[src/rtl/bb_pkg.sv]
package bb_pkg;
  localparam int ADDR_W   = 32;
  localparam int DATA_W   = 32;
  localparam int BITPOS_W = $clog2(DATA_W);

  typedef enum logic [1:0] {
    SZ_BYTE = 2'd0,
    SZ_HALF = 2'd1,
    SZ_WORD = 2'd2
  } acc_size_e;

  typedef enum logic [1:0] {
    ST_IDLE,
    ST_ISSUE,
    ST_WAIT,
    ST_RESP
  } seq_state_e;

  typedef struct packed {
    logic [ADDR_W-1:0] addr;
    acc_size_e         size;
    logic              write;
    logic [DATA_W-1:0] wdata;
  } req_t;
endpackage

[src/rtl/bb_window_decode.sv]
module bb_window_decode
  import bb_pkg::*;
#(
  parameter int NUM_WIN  = 2,
  parameter int WIN_BITS = 25,
  parameter logic [NUM_WIN-1:0][ADDR_W-1:0] ALIAS_BASE  = {32'h4200_0000, 32'h2200_0000},
  parameter logic [NUM_WIN-1:0][ADDR_W-1:0] TARGET_BASE = {32'h4000_0000, 32'h2000_0000}
) (
  input  logic [ADDR_W-1:0]   addr,
  input  acc_size_e           size,
  output logic                hit,
  output logic [ADDR_W-1:0]   tgt_addr,
  output logic [BITPOS_W-1:0] bus_bit
);
  // One alias word (4 bytes) per target bit (8 per byte).
  localparam int LANE_SHIFT = $clog2(DATA_W / 8);
  localparam int TGT_SHIFT  = LANE_SHIFT + 3;

  logic [WIN_BITS-1:0]             offset;
  logic [NUM_WIN-1:0]              win_hit;
  logic [NUM_WIN-1:0][ADDR_W-1:0]  win_tgt;
  logic [ADDR_W-1:0]               raw_tgt;
  logic [BITPOS_W-1:0]             idx;

  assign offset = addr[WIN_BITS-1:0];
  assign idx    = offset[LANE_SHIFT +: BITPOS_W];

  generate
    for (genvar g = 0; g < NUM_WIN; g++) begin : g_win
      assign win_hit[g] = (addr[ADDR_W-1:WIN_BITS] == ALIAS_BASE[g][ADDR_W-1:WIN_BITS]);
      assign win_tgt[g] = TARGET_BASE[g] | ADDR_W'(offset >> TGT_SHIFT);
    end
  endgenerate

  // Lowest-numbered window wins if parameters ever overlap.
  always_comb begin
    hit     = 1'b0;
    raw_tgt = '0;
    for (int i = NUM_WIN - 1; i >= 0; i--) begin
      if (win_hit[i]) begin
        hit     = 1'b1;
        raw_tgt = win_tgt[i];
      end
    end
  end

  always_comb begin
    case (size)
      SZ_HALF: tgt_addr = {raw_tgt[ADDR_W-1:1], 1'b0};
      SZ_WORD: tgt_addr = {raw_tgt[ADDR_W-1:2], 2'b00};
      default: tgt_addr = raw_tgt;
    endcase
  end

  // Position of the selected bit on the lane-placed data bus.
  always_comb begin
    case (size)
      SZ_BYTE: bus_bit = {tgt_addr[1:0], idx[2:0]};
      SZ_HALF: bus_bit = {tgt_addr[1], idx[3:0]};
      default: bus_bit = idx;
    endcase
  end
endmodule

[src/rtl/bb_bit_merge.sv]
module bb_bit_merge
  import bb_pkg::*;
#(
  parameter int WIDTH = DATA_W,
  localparam int POS_W = $clog2(WIDTH)
) (
  input  logic [WIDTH-1:0] rd_word,
  input  logic [POS_W-1:0] bit_pos,
  input  logic             new_val,
  output logic [WIDTH-1:0] merged,
  output logic             sel_bit
);
  logic [WIDTH-1:0] mask;

  assign mask    = {{(WIDTH-1){1'b0}}, 1'b1} << bit_pos;
  assign merged  = new_val ? (rd_word | mask) : (rd_word & ~mask);
  assign sel_bit = rd_word[bit_pos];
endmodule

[src/rtl/bb_seq.sv]
module bb_seq
  import bb_pkg::*;
(
  input  logic clk,
  input  logic rst_n,
  input  logic s_valid,
  input  logic in_write,
  input  logic in_alias,
  input  logic held_alias_wr,
  input  logic m_ready,
  input  logic m_resp,
  output logic s_ready,
  output logic s_rvalid,
  output logic accept,
  output logic m_valid,
  output logic op_write,
  output logic cap_read
);
  seq_state_e state_q, state_d;
  logic       op_wr_q, op_wr_d;

  always_comb begin
    state_d  = state_q;
    op_wr_d  = op_wr_q;
    accept   = 1'b0;
    s_ready  = 1'b0;
    s_rvalid = 1'b0;
    m_valid  = 1'b0;
    cap_read = 1'b0;
    case (state_q)
      ST_IDLE: begin
        s_ready = 1'b1;
        if (s_valid) begin
          accept  = 1'b1;
          op_wr_d = in_write & ~in_alias;
          state_d = ST_ISSUE;
        end
      end
      ST_ISSUE: begin
        m_valid = 1'b1;
        if (m_ready) state_d = ST_WAIT;
      end
      ST_WAIT: begin
        if (m_resp) begin
          cap_read = ~op_wr_q;
          if (held_alias_wr && !op_wr_q) begin
            op_wr_d = 1'b1;
            state_d = ST_ISSUE;
          end else begin
            state_d = ST_RESP;
          end
        end
      end
      default: begin
        s_rvalid = 1'b1;
        state_d  = ST_IDLE;
      end
    endcase
  end

  always_ff @(posedge clk or negedge rst_n) begin
    if (!rst_n) begin
      state_q <= ST_IDLE;
      op_wr_q <= 1'b0;
    end else begin
      state_q <= state_d;
      op_wr_q <= op_wr_d;
    end
  end

  assign op_write = op_wr_q;

  AST_RESP_PULSE: assert property (@(posedge clk) disable iff (!rst_n)
    s_rvalid |=> !s_rvalid);
  AST_BUSY_AT_RESP: assert property (@(posedge clk) disable iff (!rst_n)
    s_rvalid |-> !s_ready);
  AST_REQ_HELD: assert property (@(posedge clk) disable iff (!rst_n)
    (m_valid && !m_ready) |=> m_valid);
  AST_WB_AFTER_READ: assert property (@(posedge clk) disable iff (!rst_n)
    $rose(op_write) && held_alias_wr |-> $past(m_resp));
endmodule

[src/rtl/bitband_bridge.sv]
module bitband_bridge
  import bb_pkg::*;
#(
  parameter int NUM_WIN  = 2,
  parameter int WIN_BITS = 25,
  parameter logic [NUM_WIN-1:0][ADDR_W-1:0] ALIAS_BASE  = {32'h4200_0000, 32'h2200_0000},
  parameter logic [NUM_WIN-1:0][ADDR_W-1:0] TARGET_BASE = {32'h4000_0000, 32'h2000_0000}
) (
  input  logic              clk,
  input  logic              rst_n,
  input  logic              s_valid,
  output logic              s_ready,
  input  logic [ADDR_W-1:0] s_addr,
  input  logic [1:0]        s_size,
  input  logic              s_write,
  input  logic [DATA_W-1:0] s_wdata,
  output logic              s_rvalid,
  output logic [DATA_W-1:0] s_rdata,
  output logic              m_valid,
  input  logic              m_ready,
  output logic [ADDR_W-1:0] m_addr,
  output logic [1:0]        m_size,
  output logic              m_write,
  output logic [DATA_W-1:0] m_wdata,
  input  logic              m_resp,
  input  logic [DATA_W-1:0] m_rdata
);
  // Reset: asserted asynchronously, released on a clock edge.
  logic rst_meta_n, rst_sync_n;
  always_ff @(posedge clk or negedge rst_n) begin
    if (!rst_n) begin
      rst_meta_n <= 1'b0;
      rst_sync_n <= 1'b0;
    end else begin
      rst_meta_n <= 1'b1;
      rst_sync_n <= rst_meta_n;
    end
  end

  // Decode the incoming request.
  acc_size_e           in_size;
  logic                in_hit;
  logic [ADDR_W-1:0]   in_tgt;
  logic [BITPOS_W-1:0] in_bit;

  assign in_size = acc_size_e'(s_size);

  bb_window_decode #(
    .NUM_WIN    (NUM_WIN),
    .WIN_BITS   (WIN_BITS),
    .ALIAS_BASE (ALIAS_BASE),
    .TARGET_BASE(TARGET_BASE)
  ) decode_i (
    .addr    (s_addr),
    .size    (in_size),
    .hit     (in_hit),
    .tgt_addr(in_tgt),
    .bus_bit (in_bit)
  );

  // Sequencer.
  logic accept, op_write, cap_read;
  req_t                req_q;
  logic                hit_q;
  logic [ADDR_W-1:0]   tgt_q;
  logic [BITPOS_W-1:0] bit_q;
  logic [DATA_W-1:0]   rd_q;

  bb_seq seq_i (
    .clk          (clk),
    .rst_n        (rst_sync_n),
    .s_valid      (s_valid),
    .in_write     (s_write),
    .in_alias     (in_hit),
    .held_alias_wr(hit_q & req_q.write),
    .m_ready      (m_ready),
    .m_resp       (m_resp),
    .s_ready      (s_ready),
    .s_rvalid     (s_rvalid),
    .accept       (accept),
    .m_valid      (m_valid),
    .op_write     (op_write),
    .cap_read     (cap_read)
  );

  // Request latch, written only on acceptance.
  always_ff @(posedge clk or negedge rst_sync_n) begin
    if (!rst_sync_n) begin
      req_q <= '0;
      hit_q <= 1'b0;
      tgt_q <= '0;
      bit_q <= '0;
    end else if (accept) begin
      req_q <= '{addr: s_addr, size: in_size, write: s_write, wdata: s_wdata};
      hit_q <= in_hit;
      tgt_q <= in_tgt;
      bit_q <= in_bit;
    end
  end

  // Read-data capture, written only on a read completion.
  always_ff @(posedge clk or negedge rst_sync_n) begin
    if (!rst_sync_n) begin
      rd_q <= '0;
    end else if (cap_read) begin
      rd_q <= m_rdata;
    end
  end

  logic [DATA_W-1:0] merged;
  logic              sel_bit;

  bb_bit_merge #(.WIDTH(DATA_W)) merge_i (
    .rd_word(rd_q),
    .bit_pos(bit_q),
    .new_val(req_q.wdata[0]),
    .merged (merged),
    .sel_bit(sel_bit)
  );

  assign m_addr  = hit_q ? tgt_q : req_q.addr;
  assign m_size  = req_q.size;
  assign m_write = op_write;
  assign m_wdata = hit_q ? merged : req_q.wdata;

  always_comb begin
    if (req_q.write)  s_rdata = '0;
    else if (hit_q)   s_rdata = {{(DATA_W-1){1'b0}}, sel_bit};
    else              s_rdata = rd_q;
  end

  AST_HALF_ALIGN: assert property (@(posedge clk) disable iff (!rst_sync_n)
    (m_valid && hit_q && m_size == SZ_HALF) |-> !m_addr[0]);
  AST_WORD_ALIGN: assert property (@(posedge clk) disable iff (!rst_sync_n)
    (m_valid && hit_q && m_size == SZ_WORD) |-> (m_addr[1:0] == 2'b00));
  AST_ONE_BIT_CHANGE: assert property (@(posedge clk) disable iff (!rst_sync_n)
    (m_valid && m_write && hit_q) |-> ($countones(m_wdata ^ rd_q) <= 1));
  AST_ALIAS_RDATA_NARROW: assert property (@(posedge clk) disable iff (!rst_sync_n)
    (s_rvalid && hit_q) |-> (s_rdata[DATA_W-1:1] == '0));
  AST_NO_ACCEPT_BUSY: assert property (@(posedge clk) disable iff (!rst_sync_n)
    m_valid |-> !s_ready);
endmodule

[config.mk]
export PLATFORM = sky130hd
export DESIGN_NAME = bitband_bridge
export DESIGN_NICKNAME = d
export VERILOG_FILES = /design/src/rtl/bb_pkg.sv /design/src/rtl/bb_window_decode.sv /design/src/rtl/bb_bit_merge.sv /design/src/rtl/bb_seq.sv /design/src/rtl/bitband_bridge.sv
export SDC_FILE = /design/constraint.sdc
export NUM_CORES = 1
export LEC_CHECK = 0
export CORE_ASPECT_RATIO = 0.9
export CORE_UTILIZATION = 30
export DETAILED_ROUTE_END_ITERATION = 6
export PLACE_DENSITY = 0.57
export SLEW_MARGIN = 20
export SYNTH_ARGS = -nofsm -noshare
export SYNTH_HDL_FRONTEND = slang
export SYNTH_HIERARCHICAL = 1
export SYNTH_SLANG_ARGS = --single-unit
export TNS_END_PERCENT = 50
[constraint.sdc]
create_clock -name clk -period 10.25 [get_ports clk]
set_clock_uncertainty 0.1 [all_clocks]
set_input_delay 2.05 -clock clk [delete_from_list [all_inputs] [get_ports clk]]
set_output_delay 2.05 -clock clk [all_outputs]
set_load 0.02 [all_outputs]
==> impl_metrics.env <==
export IMPL_h_tree_depth=4
export IMPL_rsz0062_at_grt="false"
export IMPL_overflow=0
export IMPL_syn_inst=586
export IMPL_finalInstanceArea_sq_mm=0.0108
export IMPL_hold_class="reg -> reg"
export IMPL_cts_buffers=17
export IMPL_die_w_um=174
export IMPL_clock_latency_ps=410
export IMPL_synth_edff_count=0
export IMPL_drc=0
export IMPL_place_area_sq_mm=0.0102
export IMPL_ys_warnings_count=6
export IMPL_rrSetupSlack_ps=7350
export IMPL_ctsLongestPathBuffers=2
export IMPL_drt_initial_drc_count=277
export IMPL_num_antenna_cells=0
export IMPL_setup_violations=0
export IMPL_hold_violations=0
export IMPL_slew_violations=0
export IMPL_gp_congestion=0.738
export IMPL_async_reset_ff_share_pct=100
export IMPL_die_area_sq_mm=0.0274
export IMPL_ir_worst_vdd_mv=0.141
export IMPL_cts_tree="done"
export IMPL_crit_start="bit_q[1]$_DFFE_PN0P_"
export IMPL_antenna_found_initial=1
export IMPL_worstReg2RegEnd="tgt_q[4]$_DFFE_PN0P_"
export IMPL_cts_resized=0
export IMPL_yosys_register_bits=142
export IMPL_coreArea_sq_mm=0.0261
export IMPL_synthDistinctLibCells=49
export IMPL_max_slew_margin_pct=33.7
export IMPL_die_h_um=157
export IMPL_min_delay_start="rst_meta_n$_DFF_PN0_"
export IMPL_yosysMostFrequentCell="mux2_2"
export IMPL_maxCapViolCount=0
export IMPL_status="finished, final reports clean"
export IMPL_setup_slack_ps=5030
export IMPL_row_count=56
export IMPL_vias=5139
export IMPL_cp_start_kind="flop"
export IMPL_dr_wl_met2_um=9400
export IMPL_multi_input_area_sq_mm=0.00407
export IMPL_seq_area_frac_synth_pct=44.3
export IMPL_drive_above_1_share_pct=36.5
export IMPL_routedLengthMet1_um=10200
export IMPL_crit_required_ps=8100
export IMPL_start_util_pct=30.7
export IMPL_worstSetupPathType="reg -> out"
export IMPL_drt_first_pass_iters=4
export IMPL_syn_cell_area_sq_mm=0.00802
export IMPL_track_usage_pct=15.8
export IMPL_fin_nets=880
export IMPL_synth_common_cells="150 x mux2_2, 142 x dfrtp_1, 77 x mux2_4"
export IMPL_port_buffer_count=205
export IMPL_worstPathArrival_ps=3070
export IMPL_dp_hpwl_um=14700
export IMPL_syn_area_per_cell_sq_um=13.7
export IMPL_synth_area_leader_cell="dfrtp_1"
export IMPL_cts_root_buf="clkbuf_16"
export IMPL_routedWlPerCell_um=18.4
export IMPL_place_ws_ps=5260
export IMPL_power_density_mw_per_mm2=314
export IMPL_met3_length_um=963
export IMPL_clk_pin_slew_worst_paths_ps=70
export IMPL_ff_latch_area_sq_mm=0.00356
export IMPL_cp_end_kind="output pin"
export IMPL_fmax_mhz=192
export IMPL_routed_top_layer="met5"
export IMPL_tightest_slew_ps=994
export IMPL_grt_pass1_vias=5457
export IMPL_endpoint="s_rdata[0]"
export IMPL_num_io_pins=206
export IMPL_crit_fanout=15
export IMPL_post_cts_buffers=0
export IMPL_cts_sinks=142
export IMPL_tns_ps=0
export IMPL_postCtsHoldBufs=0
export IMPL_min_period_over_period_pct=50.9
export IMPL_grt_max_degree=72
export IMPL_syn_to_final_growth_pct=35.0
export IMPL_post_route_min_period_ps=5220
export IMPL_synth_top_cells_by_area="dfrtp_1 44%, mux2_2 21%, mux2_4 14%"
export IMPL_dominantRegCellSynth="dfrtp_1"
export IMPL_reg2reg_from="seq_i/state_q[1]$_DFFE_PN0P_"
export IMPL_p_leak_nw=4.52
export IMPL_n_fill_cell=2507
export IMPL_drt_wl_total_um=20800
export IMPL_grt_pass1_wl_um=32900
export IMPL_worstRegToRegCells=4
export IMPL_avgViaCountPerCell=4.53
export IMPL_yosys_area_top_type_share_pct=44.3
export IMPL_ant_nets=0
cells by family (layout without fill, tap and decap cells):
family | Yosys count | after routing | share of synthesized area, %
XOR/XNOR | 1 | 1 | 0.109
multiplexers | 246 | 246 | 39.0
other | 2 | 11 | 0.0937
adder cells (fa/ha/maj) | 2 | 2 | 0.312
flip-flops | 142 | 142 | 44.3
buffers and inverters | 57 | 249 | 5.56
AND/OR/NAND/NOR | 127 | 127 | 9.51
AO/OA/AOI/OAI | 9 | 9 | 1.06
flip-flops by register name, summed over array words and instances (netlist names):
register / cells
bit_q: 5
hit_q: 1
m_size: 2
rd_q: 32
req_q: 65
rst_meta_n: 1
rst_sync_n: 1
seq_i/op_write: 1
seq_i/state_q: 2
tgt_q: 32
through the flow:
step	power (mW)	util, %	hold slack [ps]	std cells
2_1_floorplan	2.14	-	231	595
3_3_place_gp	2.76	38.9	239	1102
3_5_place_dp	2.77	38.9	237	1102
4_1_cts	3.43	41.3	253	1134
5_1_grt	3.60	41.4	273	1135
6_report	3.40	41.4	250	1135
final cells by class:
| type | instances | area share, % |
|---|---|---|
| tap | 348 | 4.02 |
| clock inverter | 13 | 1.43 |
| timing repair buffer | 212 | 19.6 |
| clock buffer | 19 | 4.19 |
| sequential | 142 | 32.9 |
| inverter | 5 | 0.173 |
| multi-input combinational | 396 | 37.6 |
where the power goes:
part           leakage [nW]  internal (mW)  total, mW  switching [mW]
combinational          2.49          0.997       1.71           0.718
sequential             1.73          0.799       1.04           0.241
clock                 0.300          0.378      0.640           0.263
total                  4.52           2.17       3.40            1.22
cell usage in the layout (no fill, tap or decap), drive strengths merged, types with 2 or more instances in the layout:
cell | Yosys | routed
nor2b | 2 | 2
mux2i | 7 | 7
nand3b | 3 | 3
mux4 | 6 | 6
nor2 | 21 | 21
clkinv | 0 | 7
bufinv | 0 | 2
nor4 | 3 | 3
nand3 | 2 | 2
mux2 | 233 | 233
and2 | 52 | 52
nand2b | 4 | 4
nor3b | 7 | 7
conb | 2 | 11
ha | 2 | 2
and2b | 3 | 3
clkdlybuf4s50 | 0 | 205
nor3 | 3 | 3
o21ai | 3 | 3
dfrtp | 142 | 142
clkbuf | 8 | 19
inv | 5 | 9
buf | 44 | 7
nand2 | 21 | 21
routing by layer:
metal	global-route usage, %	vias up
met5	0	-
met4	3.22	2
met3	3.65	13
met2	23.4	125
met1	23.1	2581
li1	-	2418
critical path, stage by stage, from the launching register on:
cell and delay, ps:
dfrtp_1 730, mux4_1 670, and3b_1 200, nor4_2 170, a221oi_2 100, mux2i_1 140
nor2_1 60, clkdlybuf4s50_1 580
how the worst min path moves through the flow:
stage	endpoint	slack, ps	depth (start not counted)
global route	rst_sync_n$_DFF_PN0_	270	0
floorplan	rst_sync_n$_DFF_PN0_	230	0
global placement	rst_sync_n$_DFF_PN0_	240	0
finish	rst_sync_n$_DFF_PN0_	250	0
detailed placement	rst_sync_n$_DFF_PN0_	240	0
CTS	rst_sync_n$_DFF_PN0_	250	0
No activity file was read; power rests on OpenSTA's default activity.
